===== src/rtl/rsq_pkg.sv =====
package rsq_pkg;

    typedef enum logic [2:0] {
        ST_OFF,
        ST_UP_AUX,
        ST_UP_WAIT,
        ST_ON,
        ST_DN_AUX,
        ST_DN_5V,
        ST_DN_SETTLE,
        ST_DN_POLL
    } seq_state_e;

    localparam int unsigned SYNC_STAGES = 2;

endpackage


===== src/rtl/rsq_sync.sv =====
module rsq_sync #(
    parameter int unsigned WIDTH  = 2,
    parameter int unsigned STAGES = 2
) (
    input  logic             clk_i,
    input  logic             rst_ni,
    input  logic [WIDTH-1:0] async_i,
    output logic [WIDTH-1:0] sync_o
);

    logic [WIDTH-1:0] stage_q [STAGES];

    generate
        for (genvar s = 0; s < STAGES; s++) begin : g_stage
            always_ff @(posedge clk_i or negedge rst_ni) begin
                if (!rst_ni) begin
                    stage_q[s] <= '0;
                end else if (s == 0) begin
                    stage_q[s] <= async_i;
                end else begin
                    stage_q[s] <= stage_q[(s == 0) ? 0 : s-1];
                end
            end
        end
    endgenerate

    assign sync_o = stage_q[STAGES-1];

endmodule


===== src/rtl/rsq_tick.sv =====
module rsq_tick #(
    parameter int unsigned TICK_DIV = 100000
) (
    input  logic clk_i,
    input  logic rst_ni,
    input  logic clr_i,
    output logic tick_o
);

    localparam int unsigned CW = (TICK_DIV > 1) ? $clog2(TICK_DIV) : 1;
    localparam logic [CW-1:0] LAST = CW'(TICK_DIV - 1);

    logic [CW-1:0] cnt_d, cnt_q;

    assign tick_o = (cnt_q == LAST);

    always_comb begin
        if (clr_i || tick_o) cnt_d = '0;
        else                 cnt_d = cnt_q + 1'b1;
    end

    always_ff @(posedge clk_i or negedge rst_ni) begin
        if (!rst_ni) cnt_q <= '0;
        else         cnt_q <= cnt_d;
    end

endmodule


===== src/rtl/pwr_rail_seq.sv =====
module pwr_rail_seq
    import rsq_pkg::*;
#(
    parameter int unsigned TICK_DIV     = 100000,
    parameter int unsigned SETTLE_TICKS = 10,
    parameter int unsigned POLL_TICKS   = 50
) (
    input  logic clk_i,
    input  logic rst_ni,
    input  logic off_req_i,
    input  logic on_req_i,
    input  logic pg_5v_i,
    input  logic pg_core_i,
    output logic host_rst_no,
    output logic aux_en_o,
    output logic main5v_en_o,
    output logic done_o,
    output logic timeout_o
);

    localparam int unsigned MAXC  = (SETTLE_TICKS > POLL_TICKS) ? SETTLE_TICKS : POLL_TICKS;
    localparam int unsigned CNT_W = $clog2(MAXC + 1);
    localparam logic [CNT_W-1:0] SETTLE_LAST = CNT_W'(SETTLE_TICKS - 1);
    localparam logic [CNT_W-1:0] POLL_LAST   = CNT_W'(POLL_TICKS - 1);

    typedef struct packed {
        seq_state_e       state;
        logic [CNT_W-1:0] cnt;
        logic             hrst_n;
        logic             aux;
        logic             v5;
        logic             done;
        logic             tmo;
    } seq_regs_t;

    localparam seq_regs_t RESET_VAL = '{
        state: ST_OFF, cnt: '0, hrst_n: 1'b0, aux: 1'b0, v5: 1'b0, done: 1'b0, tmo: 1'b0
    };

    seq_regs_t d, q;
    logic [1:0] pg_sync;
    logic       pg5_s, pgc_s;
    logic       tick, tick_clr;

    rsq_sync #(
        .WIDTH  (2),
        .STAGES (SYNC_STAGES)
    ) u_sync (
        .clk_i   (clk_i),
        .rst_ni  (rst_ni),
        .async_i ({pg_core_i, pg_5v_i}),
        .sync_o  (pg_sync)
    );

    assign pg5_s = pg_sync[0];
    assign pgc_s = pg_sync[1];

    rsq_tick #(
        .TICK_DIV (TICK_DIV)
    ) u_tick (
        .clk_i  (clk_i),
        .rst_ni (rst_ni),
        .clr_i  (tick_clr),
        .tick_o (tick)
    );

    always_comb begin
        d        = q;
        d.done   = 1'b0;
        tick_clr = 1'b0;
        unique case (q.state)
            ST_OFF, ST_ON: begin
                if (off_req_i) begin
                    d.tmo    = 1'b0;
                    d.hrst_n = 1'b0;
                    d.state  = ST_DN_AUX;
                end else if (on_req_i && q.state == ST_OFF) begin
                    d.tmo   = 1'b0;
                    d.v5    = 1'b1;
                    d.state = ST_UP_AUX;
                end
            end
            ST_UP_AUX: begin
                d.aux   = 1'b1;
                d.state = ST_UP_WAIT;
            end
            ST_UP_WAIT: begin
                if (pg5_s) begin
                    d.hrst_n = 1'b1;
                    d.done   = 1'b1;
                    d.state  = ST_ON;
                end
            end
            ST_DN_AUX: begin
                d.aux   = 1'b0;
                d.state = ST_DN_5V;
            end
            ST_DN_5V: begin
                d.v5     = 1'b0;
                d.cnt    = '0;
                tick_clr = 1'b1;
                d.state  = ST_DN_SETTLE;
            end
            ST_DN_SETTLE: begin
                if (tick) begin
                    if (q.cnt == SETTLE_LAST) begin
                        d.cnt   = '0;
                        d.state = ST_DN_POLL;
                    end else begin
                        d.cnt = q.cnt + 1'b1;
                    end
                end
            end
            ST_DN_POLL: begin
                if (tick) begin
                    if (!pg5_s && !pgc_s) begin
                        d.done  = 1'b1;
                        d.state = ST_OFF;
                    end else if (q.cnt == POLL_LAST) begin
                        d.done  = 1'b1;
                        d.tmo   = 1'b1;
                        d.state = ST_OFF;
                    end else begin
                        d.cnt = q.cnt + 1'b1;
                    end
                end
            end
            default: d = RESET_VAL;
        endcase
    end

    always_ff @(posedge clk_i or negedge rst_ni) begin
        if (!rst_ni) q <= RESET_VAL;
        else         q <= d;
    end

    assign host_rst_no = q.hrst_n;
    assign aux_en_o    = q.aux;
    assign main5v_en_o = q.v5;
    assign done_o      = q.done;
    assign timeout_o   = q.tmo;

endmodule


===== config.mk =====
export PLATFORM = sky130hd
export DESIGN_NAME = pwr_rail_seq
export DESIGN_NICKNAME = d
export VERILOG_FILES = /design/src/rtl/rsq_pkg.sv /design/src/rtl/rsq_sync.sv /design/src/rtl/rsq_tick.sv /design/src/rtl/pwr_rail_seq.sv
export SDC_FILE = /design/constraint.sdc
export NUM_CORES = 1
export LEC_CHECK = 0
export ABC_CLOCK_PERIOD_IN_PS = 7610
export BUFFER_PORTS_ARGS = -buffer_cell sky130_fd_sc_hd__buf_2
export CORE_MARGIN = 1
export CORE_UTILIZATION = 55
export CTS_CLUSTER_SIZE = 16
export DETAILED_ROUTE_END_ITERATION = 8
export PLACE_DENSITY = 0.79
export SYNTH_ARGS = -nofsm -noshare
export SYNTH_HDL_FRONTEND = slang
export SYNTH_HIERARCHICAL = 1
export SYNTH_SLANG_ARGS = --single-unit

===== constraint.sdc =====
create_clock -name clk_i -period 7.61 [get_ports clk_i]
set_clock_uncertainty 0.05 [all_clocks]
set_input_delay 1.1415 -clock clk_i [delete_from_list [all_inputs] [get_ports clk_i]]
set_output_delay 1.1415 -clock clk_i [all_outputs]
set_load 0.03 [all_outputs]

### Word level (Yosys, flattened, before mapping)

Index checks and enable logic that the tools add are counted.

* bitwise logic cells: 0
* equal/unequal tests: 22
* shift-type cells: 0
* reductions and logical operators: 17
* $add $sub $neg: 2
* div/mod/pow operators: 0
* order comparisons: 0
* mux-type cells: 31
* multipliers: 0

Operator list (number)
* $pmux W3 S7: 1
* $mux W3: 6
* $mux W6: 3
* $mux W9: 2
* $pmux W6 S3: 1
* $add A17 B1 Y17 const B: 1
* $eq A17 B17 Y1 const B: 1
* $mux W17: 1
* $ne A2 B2 Y1 const B: 7
* $eq A3 B3 Y1 const B: 4
* $mux W1: 10
* $pmux W1 S2: 5
* $reduce_and A5 Y1: 2
* $reduce_bool A2 Y1: 4
* $add A6 B1 Y6 const B: 1
* $eq A3 B2 Y1 const B: 2
* $eq A6 B4 Y1 const B: 1
* $eq A6 B6 Y1 const B: 1
* $ne A2 B1 Y1 const B: 3
* $ne A3 B3 Y1 const B: 2
* $reduce_and A3 Y1: 2
* $reduce_and A6 Y1: 1
* $mux W2: 2
* $eq A3 B1 Y1 const B: 1
* 6 further kinds: 8

* bits in writable memories: 0
* bits in read-only memories: 0
* flip-flop bits (word level): 35
* latch bits: 0
* logic and storage cells: 82
* bits of input ports: 6
* memories kept: 0

### Longest topological paths before layout

* depth after elaboration: 5
* mapped depth: 8
* gate-level depth less buffers: 7

### Cells and area by module

Netlist, hierarchy kept.

Modules (own cells, without submodules)
* pwr_rail_seq: cells each 101, area each 878.3 µm², times used 1
* rsq_tick: cells each 87, area each 848.3 µm², times used 1
* rsq_sync: cells each 6, area each 115.1 µm², times used 1

### Least setup slack after synthesis

Ideal clock, no wire load.

* path kind: register to register
* start: register u_tick.cnt_q[12]
* end: register q[7] (netlist name)
* path slack: 5186 ps
* cell stages (with the launch flop): 6
* period minus slack after synthesis: 2424 ps
* data arrival time: 2248 ps
* library setup time: 126 ps
* cell sequence: dfrtp_1 > or4b_1 > nor4_2 > o311ai_2 > a211o_2 > a221o_1

* word-level cells in the longest chain between the ends: 3
* elaborated cells between the ends (all ways): 4

RTL lines
* start, declared: RTL line rsq_tick.sv:13 `logic [CW-1:0] cnt_d, cnt_q;`
* start signal, assigned: RTL line rsq_tick.sv:24 `else cnt_q <= cnt_d;`
* $eq A17 B17 Y1 (*): RTL line rsq_tick.sv:15 `assign tick_o = (cnt_q == LAST);`
* via tick: RTL line pwr_rail_seq.sv:43 `logic tick, tick_clr;`
* $ne A2 B1 Y1 (no line)
* $reduce_and A5 Y1 (no line) (*)
* end signal, assigned: RTL line pwr_rail_seq.sv:133 `if (!rst_ni) q <= RESET_VAL;`
* end signal, assigned: RTL line pwr_rail_seq.sv:134 `else q <= d;`
* end, declared: RTL line pwr_rail_seq.sv:40 `seq_regs_t d, q;`

Mark *: on every way through the listed nets, which the timed path passes. The rest lies on a longest branch.
A chain may end at the register's enable or synchronous reset.

### Final worst setup path

Same ends and word-level chain as after synthesis.

==> flow_summary.yaml <==
synthesis:
  synthFlopType: "dfrtp_1"
  yosysSeqAreaShare: 0.476
  ys_ff_latch: 35
  synth_area_um2: 1840
  synth_nets: 203
  syn_inst: 194
  syn_area_per_cell_um2: 9.49
  async_reset_ff_frac: 1.00
  synth.area.top_cells: "dfrtp_1 48%, nor2_1 7.3%, xnor2_1 6.2%"
  synth_top_area_share: 0.476
  synth_area_leader_cell: "dfrtp_1"
  ys_warn_count: 6
  yosysUniqueCellTypes: 45
  synth-edff-count: 0
route:
  routed_wirelength_mm: 3.37
  route.detailed.drc: 0
  wire_per_inst_um: 13.5
  drt_first_pass_iters: 4
  dr_total_vias: 1450
  ant_nets: 0
  drt_iter0_drc: 113
  vias_per_cell: 5.80
grt:
  grt_remaining_overflow: 0
  grt_max_degree: 36
  use_met3: 0.0563
  use_met2: 0.343
  grt_pass1_wl_mm: 5.87
  grt_util_all_layers: 0.220
  antenna_found_initial: 0
  busiest_layer: "met2"
  grt.met1_usage: 0.293
  first_global_vias: 1362
cts:
  clkSinkCount: 35
  insertion_delay_ps: 350
  cts_tree: "yes"
  cts_resized: 0
  cts-buffers-inserted: 5
  htreeDepth: 2
  clockBufferDepth: 2
  cts_root_buffer: "clkbuf_4"
  cts_setup_buffers: 0
  cts_hold_buffers: 0
  cts.clk_slew.worst_paths_ps: 120
sta:
  rsz0062_at_grt: "false"
  min_period_ps: 2750
  hold_violations: 0
  fin_crit_sh: 0.362
  fin_ws_ps: 4860
  relSlewSlack: 0.512
  slew_violations: 0
  fmax_ghz: 0.363
  setup_viol: 0
  fin_tns_setup_ps: 0
  worst_hold_slack_ps: 304
  tightest_slew_ps: 732
place:
  dp_slack_ps: 4910
  gp_congestion: 0.905
  dpl_cell_area_um2: 1900
  io_buffers: 10
  post-dp-hpwl_mm: 2.43
outcome:
  status: "completed"
setup_path:
  arrival_ps: 2930
  crit_start: "u_tick/cnt_q[12]"
  path_class: "reg2reg"
  cp_slowest_cell: "or4b_1"
  max_stage_delay_ps: 560
  path_cells: "or4b_1, nor4_2, o311ai_2, a211o_2, a221o_1"
  r2r_cells: 5
  start_kind: "register"
  end_kind: "register"
  cp.required_ps: 7790
  r2r_slack_ps: 4860
  timing.rr.end: "q[7]"
  worstPathMaxFanout: 6
  r2r_start: "u_tick/cnt_q[12]"
cells_and_area:
  design_area_um2: 1960
  layout-drive-gt1-share: 0.126
  syn2layout_area_growth_pct: 6.39
  antenna_cells: 0
  final_nets: 214
pwr:
  p_per_area_nw_per_um2: 220
  power_leakage_nw: 0.853
  ir_drop_v: 0.000161
  total_power_uw: 431
floorplan:
  ios: 11
  start_util: 0.594
  fp.dieArea_um2: 3580
  rows: 20
  core_area_um2: 3100
  die-width_um: 59.9
  die_h_um: 59.9
worst_hold_path:
  worst_hold_startpoint: "u_sync/stage_q[3]"
  worstHoldPathCells: 0
  min_to: "u_sync/sync_o[1]"
  hold_path.class: "reg2reg"
run:
  drv_cap: 0
[layout by cell type, fill, tap and decap left out, types with 6 or more instances in the layout]
cell type / Yosys / layout
nor2_1: 36 / 36
nand3_1: 7 / 7
dfrtp_1: 35 / 35
inv_1: 10 / 10
buf_2: 0 / 10
o21ai_0: 7 / 7
nand2_1: 14 / 14
nor3_1: 7 / 7
a21oi_1: 6 / 6
xnor2_1: 13 / 13
nor4_1: 7 / 7
[stage by stage]
step,cells,util
6_report,250,0.631
5_1_grt,250,0.631
4_1_cts,250,0.631
3_5_place_dp,242,0.612
3_3_place_gp,242,0.612
2_1_floorplan,194,-
[worst max path at each step]
stage	endpoint	slack, ps	cells after the start
CTS	q[7]	4900	6
global route	q[7]	4680	6
global placement	q[7]	5050	6
finish	q[7]	4860	5
floorplan	q[7]	5190	5
detailed placement	q[7]	4910	6
[cells by family after synthesis]
logic type	count (synthesis)	share of synthesized area
AOI/OAI and AO/OA	31	0.124
xor gates and xnor gates	14	0.0666
adders and majority gates	3	0.0204
buffers and inverters	16	0.0469
DFF	35	0.476
muxes	1	0.00611
and+or+nand+nor	94	0.261
[sequential cells by signal (all words and copies together) (netlist names)]
name,cells
main5v_en_o,1
host_rst_no,1
u_sync/stage_q,2
aux_en_o,1
timeout_o,1
q,9
done_o,1
u_sync/sync_o,2
u_tick/cnt_q,17
[Yosys cell counts (2+ instances only)]
| cell type | instances |
|---|---|
| nand4_1 | 5 |
| ha_1 | 3 |
| nor4_1 | 7 |
| xnor2_1 | 13 |
| o32ai_1 | 2 |
| nand2_1 | 14 |
| nor3_1 | 7 |
| nand3_1 | 7 |
| buf_6 | 2 |
| dfrtp_1 | 35 |
| buf_4 | 3 |
| nor2b_1 | 2 |
| nand2b_1 | 2 |
| o21ai_0 | 7 |
| inv_1 | 10 |
| a221o_1 | 2 |
| a21oi_1 | 6 |
| nand4bb_1 | 2 |
| and3_1 | 2 |
| a211o_1 | 3 |
| nor2_1 | 36 |
[worst max-delay path, delay by kind of cell (launching register included)]
kind             cells  cell delay, ps
flip-flops           1             460
AO/OA/AOI/OAI        3            1130
AND/OR/NAND/NOR      2             990
[power by group]
part	switching [mW]	internal, mW	leakage [nW]
combinational	0.0470	0.0362	0.383
clock	0.0673	0.0369	0.0278
sequential	0.0329	0.210	0.442
total	0.147	0.283	0.853
[layer usage]
layer | share of wire | up-vias
met5 | 0 | -
met4 | 0.016 | 0
met3 | 0.052 | 8
met2 | 0.46 | 44
met1 | 0.47 | 689
li1 | - | 709
[layout make-up]
class	instances	area (um^2)
Multi-Input combinational cell	143	880
Clock inverter	3	23.8
Fill cell	264	1140
Sequential cell	35	876
Timing Repair Buffer	10	50.0
Tap cell	44	55.1
Clock buffer	5	37.5
Inverter	10	37.5
No activity file was read; power rests on OpenSTA's default activity.
